**config.mk**
```make
export PLATFORM = sky130hd
export DESIGN_NAME = clk_enable_ctrl
export DESIGN_NICKNAME = d
export VERILOG_FILES = /design/src/rtl/clk_en_pkg.sv /design/src/rtl/clk_en_ctrl.sv /design/src/rtl/clk_en_dp.sv /design/src/rtl/clk_enable_ctrl.sv
export SDC_FILE = /design/constraint.sdc
export NUM_CORES = 1
export LEC_CHECK = 0
export ABC_AREA = 1
export BUFFER_PORTS_ARGS = -buffer_cell sky130_fd_sc_hd__buf_2
export CELL_PAD_IN_SITES_DETAIL_PLACEMENT = 0
export CELL_PAD_IN_SITES_GLOBAL_PLACEMENT = 1
export CORE_AREA = 2 2 39 41
export DETAILED_ROUTE_END_ITERATION = 8
export DIE_AREA = 0 0 41 43
export GPL_TIMING_DRIVEN = 0
export PLACE_DENSITY = 0.65
export REMOVE_ABC_BUFFERS = 1
export SLEW_MARGIN = 10
export SYNTH_ARGS = -nofsm -noshare
export SYNTH_HDL_FRONTEND = slang
export SYNTH_SLANG_ARGS = --single-unit
```
**constraint.sdc**
```tcl
create_clock -name clk -period 2.45 [get_ports clk]
set_clock_uncertainty 0.05 [all_clocks]
set_input_delay 0.245 -clock clk [delete_from_list [all_inputs] [get_ports clk]]
set_output_delay 0.245 -clock clk [all_outputs]
set_load 0.03 [all_outputs]
```
**src/rtl/clk_en_pkg.sv**
```systemverilog
package clk_en_pkg;

  // Strobes passed from the control to the datapath every oscillator cycle
  typedef struct packed {
    logic cpuGo;   // CPU-core enable for this cycle
    logic perGo;   // peripheral enable for this cycle
  } strobe_t;

endpackage

```
**src/rtl/clk_en_ctrl.sv**
```systemverilog
module clk_en_ctrl
  import clk_en_pkg::*;
#(
  parameter int PRESCALE = 2   // standard-speed divide ratio, at least 2
) (
  input  logic    clk,
  input  logic    rstN,
  input  logic    fastMode,
  input  logic    idleReq,
  input  logic    pdReq,
  output strobe_t strobe
);

  localparam int PW = (PRESCALE > 1) ? $clog2(PRESCALE) : 1;
  localparam logic [PW-1:0] PHASE_LAST = PW'(PRESCALE - 1);

  logic [PW-1:0] phase;
  logic          phaseLast;
  logic          fastAct;
  logic          idleGate;
  logic          pdGate;
  logic          tick;

  assign phaseLast = (phase == PHASE_LAST);

  // Free-running divider phase; it keeps counting while gated
  generate
    if (PRESCALE > 1) begin : gPhase
      always_ff @(posedge clk or negedge rstN) begin
        if (!rstN)          phase <= '0;
        else if (phaseLast) phase <= '0;
        else                phase <= phase + 1'b1;
      end
    end else begin : gNoPhase
      assign phase = PHASE_LAST;
    end
  endgenerate

  // Mode and power gates load only at the end of a divider group
  always_ff @(posedge clk or negedge rstN) begin
    if (!rstN) begin
      fastAct  <= 1'b0;
      idleGate <= 1'b0;
      pdGate   <= 1'b0;
    end else if (phaseLast) begin
      fastAct  <= fastMode;
      idleGate <= idleReq;
      pdGate   <= pdReq;
    end
  end

  assign tick         = fastAct | phaseLast;
  assign strobe.perGo = tick & ~pdGate;
  assign strobe.cpuGo = tick & ~pdGate & ~idleGate;

  // the active mode only moves at a group boundary
  a_r4_mode_at_boundary: assert property (@(posedge clk) disable iff (!rstN)
    (fastAct != $past(fastAct)) |-> $past(phaseLast));

  // at standard speed a peripheral enable is never followed by another unless the mode just went fast
  a_r2_std_spacing: assert property (@(posedge clk) disable iff (!rstN)
    (!fastAct && strobe.perGo) |=> (!strobe.perGo || fastAct));

  // a power-down request taken in at a boundary stops the peripheral enable
  a_r6_pd_stops_per: assert property (@(posedge clk) disable iff (!rstN)
    ($past(pdReq) && $past(phaseLast)) |-> !strobe.perGo);

  // an idle request taken in at a boundary stops the CPU enable
  a_r5_idle_stops_cpu: assert property (@(posedge clk) disable iff (!rstN)
    ($past(idleReq) && $past(phaseLast)) |-> !strobe.cpuGo);

endmodule

```
**src/rtl/clk_en_dp.sv**
```systemverilog
module clk_en_dp
  import clk_en_pkg::*;
#(
  parameter int MACH_TICKS = 6   // CPU enables per machine cycle
) (
  input  logic    clk,
  input  logic    rstN,
  input  strobe_t strobe,
  output logic    cpuEn,
  output logic    perEn,
  output logic    machEn
);

  localparam int CW = (MACH_TICKS > 1) ? $clog2(MACH_TICKS) : 1;
  localparam logic [CW-1:0] CNT_LAST = CW'(MACH_TICKS - 1);

  logic [CW-1:0] machCnt;
  logic          cntWrap;

  assign cntWrap = (machCnt == CNT_LAST);

  // Machine counter advances on CPU enables only, and holds while gated
  always_ff @(posedge clk or negedge rstN) begin
    if (!rstN)             machCnt <= '0;
    else if (strobe.cpuGo) machCnt <= cntWrap ? '0 : machCnt + 1'b1;
  end

  assign cpuEn  = strobe.cpuGo;
  assign perEn  = strobe.perGo;
  assign machEn = strobe.cpuGo & cntWrap;

  // the machine strobe never lasts two cycles in a row
  a_r7_mach_single: assert property (@(posedge clk) disable iff (!rstN)
    machEn |=> !machEn);

  // the count holds while the CPU enable is stopped
  a_r7_cnt_hold: assert property (@(posedge clk) disable iff (!rstN)
    !cpuEn |=> $stable(machCnt));

  // the count stays inside its range
  a_r7_cnt_range: assert property (@(posedge clk) disable iff (!rstN)
    machCnt <= CNT_LAST);

  // the CPU never runs without the peripherals
  a_r5_cpu_needs_per: assert property (@(posedge clk) disable iff (!rstN)
    cpuEn |-> perEn);

endmodule

```
**src/rtl/clk_enable_ctrl.sv**
```systemverilog
module clk_enable_ctrl
  import clk_en_pkg::*;
#(
  parameter int PRESCALE   = 2,
  parameter int MACH_TICKS = 6
) (
  input  logic clk,
  input  logic rstN,
  input  logic fastMode,
  input  logic idleReq,
  input  logic pdReq,
  output logic cpuEn,
  output logic perEn,
  output logic machEn
);

  strobe_t strobe;

  clk_en_ctrl #(.PRESCALE(PRESCALE)) uCtrl (
    .clk      (clk),
    .rstN     (rstN),
    .fastMode (fastMode),
    .idleReq  (idleReq),
    .pdReq    (pdReq),
    .strobe   (strobe)
  );

  clk_en_dp #(.MACH_TICKS(MACH_TICKS)) uDp (
    .clk    (clk),
    .rstN   (rstN),
    .strobe (strobe),
    .cpuEn  (cpuEn),
    .perEn  (perEn),
    .machEn (machEn)
  );

endmodule

```
==> impl_metrics.tcl <==
set metrics [dict create \
    grtUsageTotal 0.0974 \
    dr.pass1.iters 2 \
    drive_gt1_frac 0.278 \
    drt_wl_total_um 631 \
    route.detailed.drc 0 \
    grt_antenna_before_repair 0 \
    layout_commonest_cell "nand2_1" \
    cp-end-kind "primary output" \
    n_antenna_cell 0 \
    ys_seq_area_frac 0.505 \
    critical_path_buf_inv_count 1 \
    cpMostUsedCell "nor2_4" \
    hold_depth 3 \
    r2r_cells 5 \
    cp-start-kind "flip-flop" \
    die_y_um 43 \
    grt_pass1_vias 294 \
    syn_to_final_growth_pct 26.4 \
    utilization 0.316 \
    postSynthAreaPerCell_um2 8.25 \
    slowest_stage "dfrtp_1" \
    hold_end "uCtrl.pdGate" \
    p_leak_nw 0.232 \
    clk_latency_ns 0.25 \
    initialDrtViolationCount 1 \
    grt_max_degree 8 \
    vias 287 \
    synth_seq_cells 7 \
    hp-class "input port to flip-flop" \
    wire_per_inst_um 9.01 \
    critPathTopFamily "flip-flops" \
    die_w_um 41 \
    yosysWarningCount 0 \
    ys_top_cells_by_area "dfrtp_1 (51%), nand2_1 (19%), nor2_4 (6.5%)" \
    vias_per_cell 4.10 \
    postRouteAntennaNets 0 \
    finalSetupViolations 0 \
    start_util 0.250 \
    grt-ovfl-total 0 \
    core-area_um2 1380 \
    yosys.area.top_type "dfrtp_1" \
    dp.cells 65 \
    port-buffer-count 7 \
    cts_max_level 1 \
    synth.cell_area_um2 347 \
    p_total_uw 344 \
    use_met2 0.131 \
    post_synth_num_cell_types 10 \
    slew-limit-headroom 0.856 \
    critPathMaxFanout 5 \
    grtUsageMet1 0.130 \
    slew_viol_final 0 \
    yosys.area.top_type_share 0.505 \
    rows 14 \
    ir_worst_vdd_v 0.000283 \
    hold_violations 0 \
    slowest_delay_ns 0.45 \
    drv_cap 0 \
    timing.rr.start "uCtrl.phase" \
    nets 60 \
    netlist_instances 42 \
    grt_pass1_wl_mm 1.15 \
    fmax_mhz 638 \
    final_cell_area_um2 438 \
    ios 8 \
    clock_path_buffers 2 \
    gr-max-usage-layer "met2" \
    r2r_setup_slack_ns 1.44 \
    grtUsageMet3 0.0157 \
    cts.repair.resized 0 \
    place.gp.congestion 0.590 \
    status "finished, final reports clean" \
    tightest_slew_ns 0.216 \
    clk_pin_slew_ns 0.05 \
    cts-root-buf "clkbuf_4" \
    required_ns 2.15 \
    finalCriticalPeriod_ns 1.57 \
    critPathArrivalTime_ns 1.27 \
    cts_inserted_buffers 3 \
    placed_cell_area_um2 402 \
    worstHoldStart "pdReq" \
    critPathKind "flip-flop to primary output" \
    instances_no_fill 70 \
    rsz0062_at_grt "false" \
    die-area_um2 1760 \
    worstPathCellList "nor2_4 -> nor2_4 -> nand2_2 -> nor3_2 -> buf_2" \
    postCtsSetupBuffers 0 \
    dpl.hpwl_um 486 \
    layout_common_cells "nand2_1 (18), buf_2 (7), dfrtp_1 (7), inv_1 (5), nor2_1 (4)" \
    p_per_area_nw_per_um2 786 \
    fin_crit_sh 0.640 \
    fin_tns_setup_ns 0 \
    cts_tree "yes" \
    clock-sinks 7 \
    worstReg2RegEnd "uDp.machCnt[1]" \
]
==> cell usage after synthesis <==
library cell   n
dfrtp_1        7
inv_1          5
nand2_1       18
nand2_2        1
nand3_1        1
nor2_1         4
nor2_4         2
nor3_2         1
nor3_4         1
o21ai_0        2
==> how the worst max path moves through the flow <==
stage                      from  cells after the start     end  slack, ns
floorplan           uCtrl.phase                      4  machEn       0.97
global placement    uCtrl.phase                      5  machEn       1.15
detailed placement  uCtrl.phase                      5  machEn       1.14
CTS                 uCtrl.phase                      5  machEn       0.86
global route        uCtrl.phase                      5  machEn       0.77
finish              uCtrl.phase                      5  machEn       0.88
==> cell type report <==
cell class                      count  area (um2)
Inverter                            5        18.8
Timing Repair Buffer                8        45.0
Sequential cell                     7         175
Fill cell                         151         946
Tap cell                           16        20.0
Clock buffer                        4        26.3
Multi-Input combinational cell     30         153
==> flip-flops by register name, summed over array words and instances, names as in the netlist <==
name	count
uCtrl.fastAct	1
uCtrl.idleGate	1
uCtrl.pdGate	1
uCtrl.phase	1
uDp.machCnt	3
==> metrics by stage <==
stage,hold WS (ns),setup slack (ns)
floorplan,-0.101,0.971
detailed placement,0.0391,1.14
finish,0.146,0.882
CTS,0.139,0.859
global placement,0.0373,1.15
global route,0.175,0.768
==> kinds of logic (layout without fill, tap and decap cells) <==
logic type             Yosys count  after routing  synth area share
AND/OR/NAND/NOR                 28             28             0.412
flip-flops                       7              7             0.505
buffers and inverters            5             17            0.0542
AO/OA/AOI/OAI                    2              2            0.0289
==> routing by layer <==
layer | routed length [um] | part of all wire
met1 | 275 | 0.44
met2 | 328 | 0.52
met3 | 28 | 0.044
met4 | 0 | 0
met5 | 0 | 0
==> worst reg2reg max path: cells and delay by family, from the launching register on <==
kind | cells | cell delay, ns
simple gates | 5 | 0.46
flops | 1 | 0.44
==> power by group <==
part | switching, mW | total (mW) | internal (mW)
logic | 0.0491 | 0.0804 | 0.0314
clock network | 0.0423 | 0.104 | 0.0621
registers | 0.0231 | 0.160 | 0.136
==> what timing repair did <==
action / CTS / global route
hold buffers: 1 / 0
endpoints found under the setup margin: 0 / 0
hold endpoints to repair: 7 / 0
No activity file was read; power rests on OpenSTA's default activity.
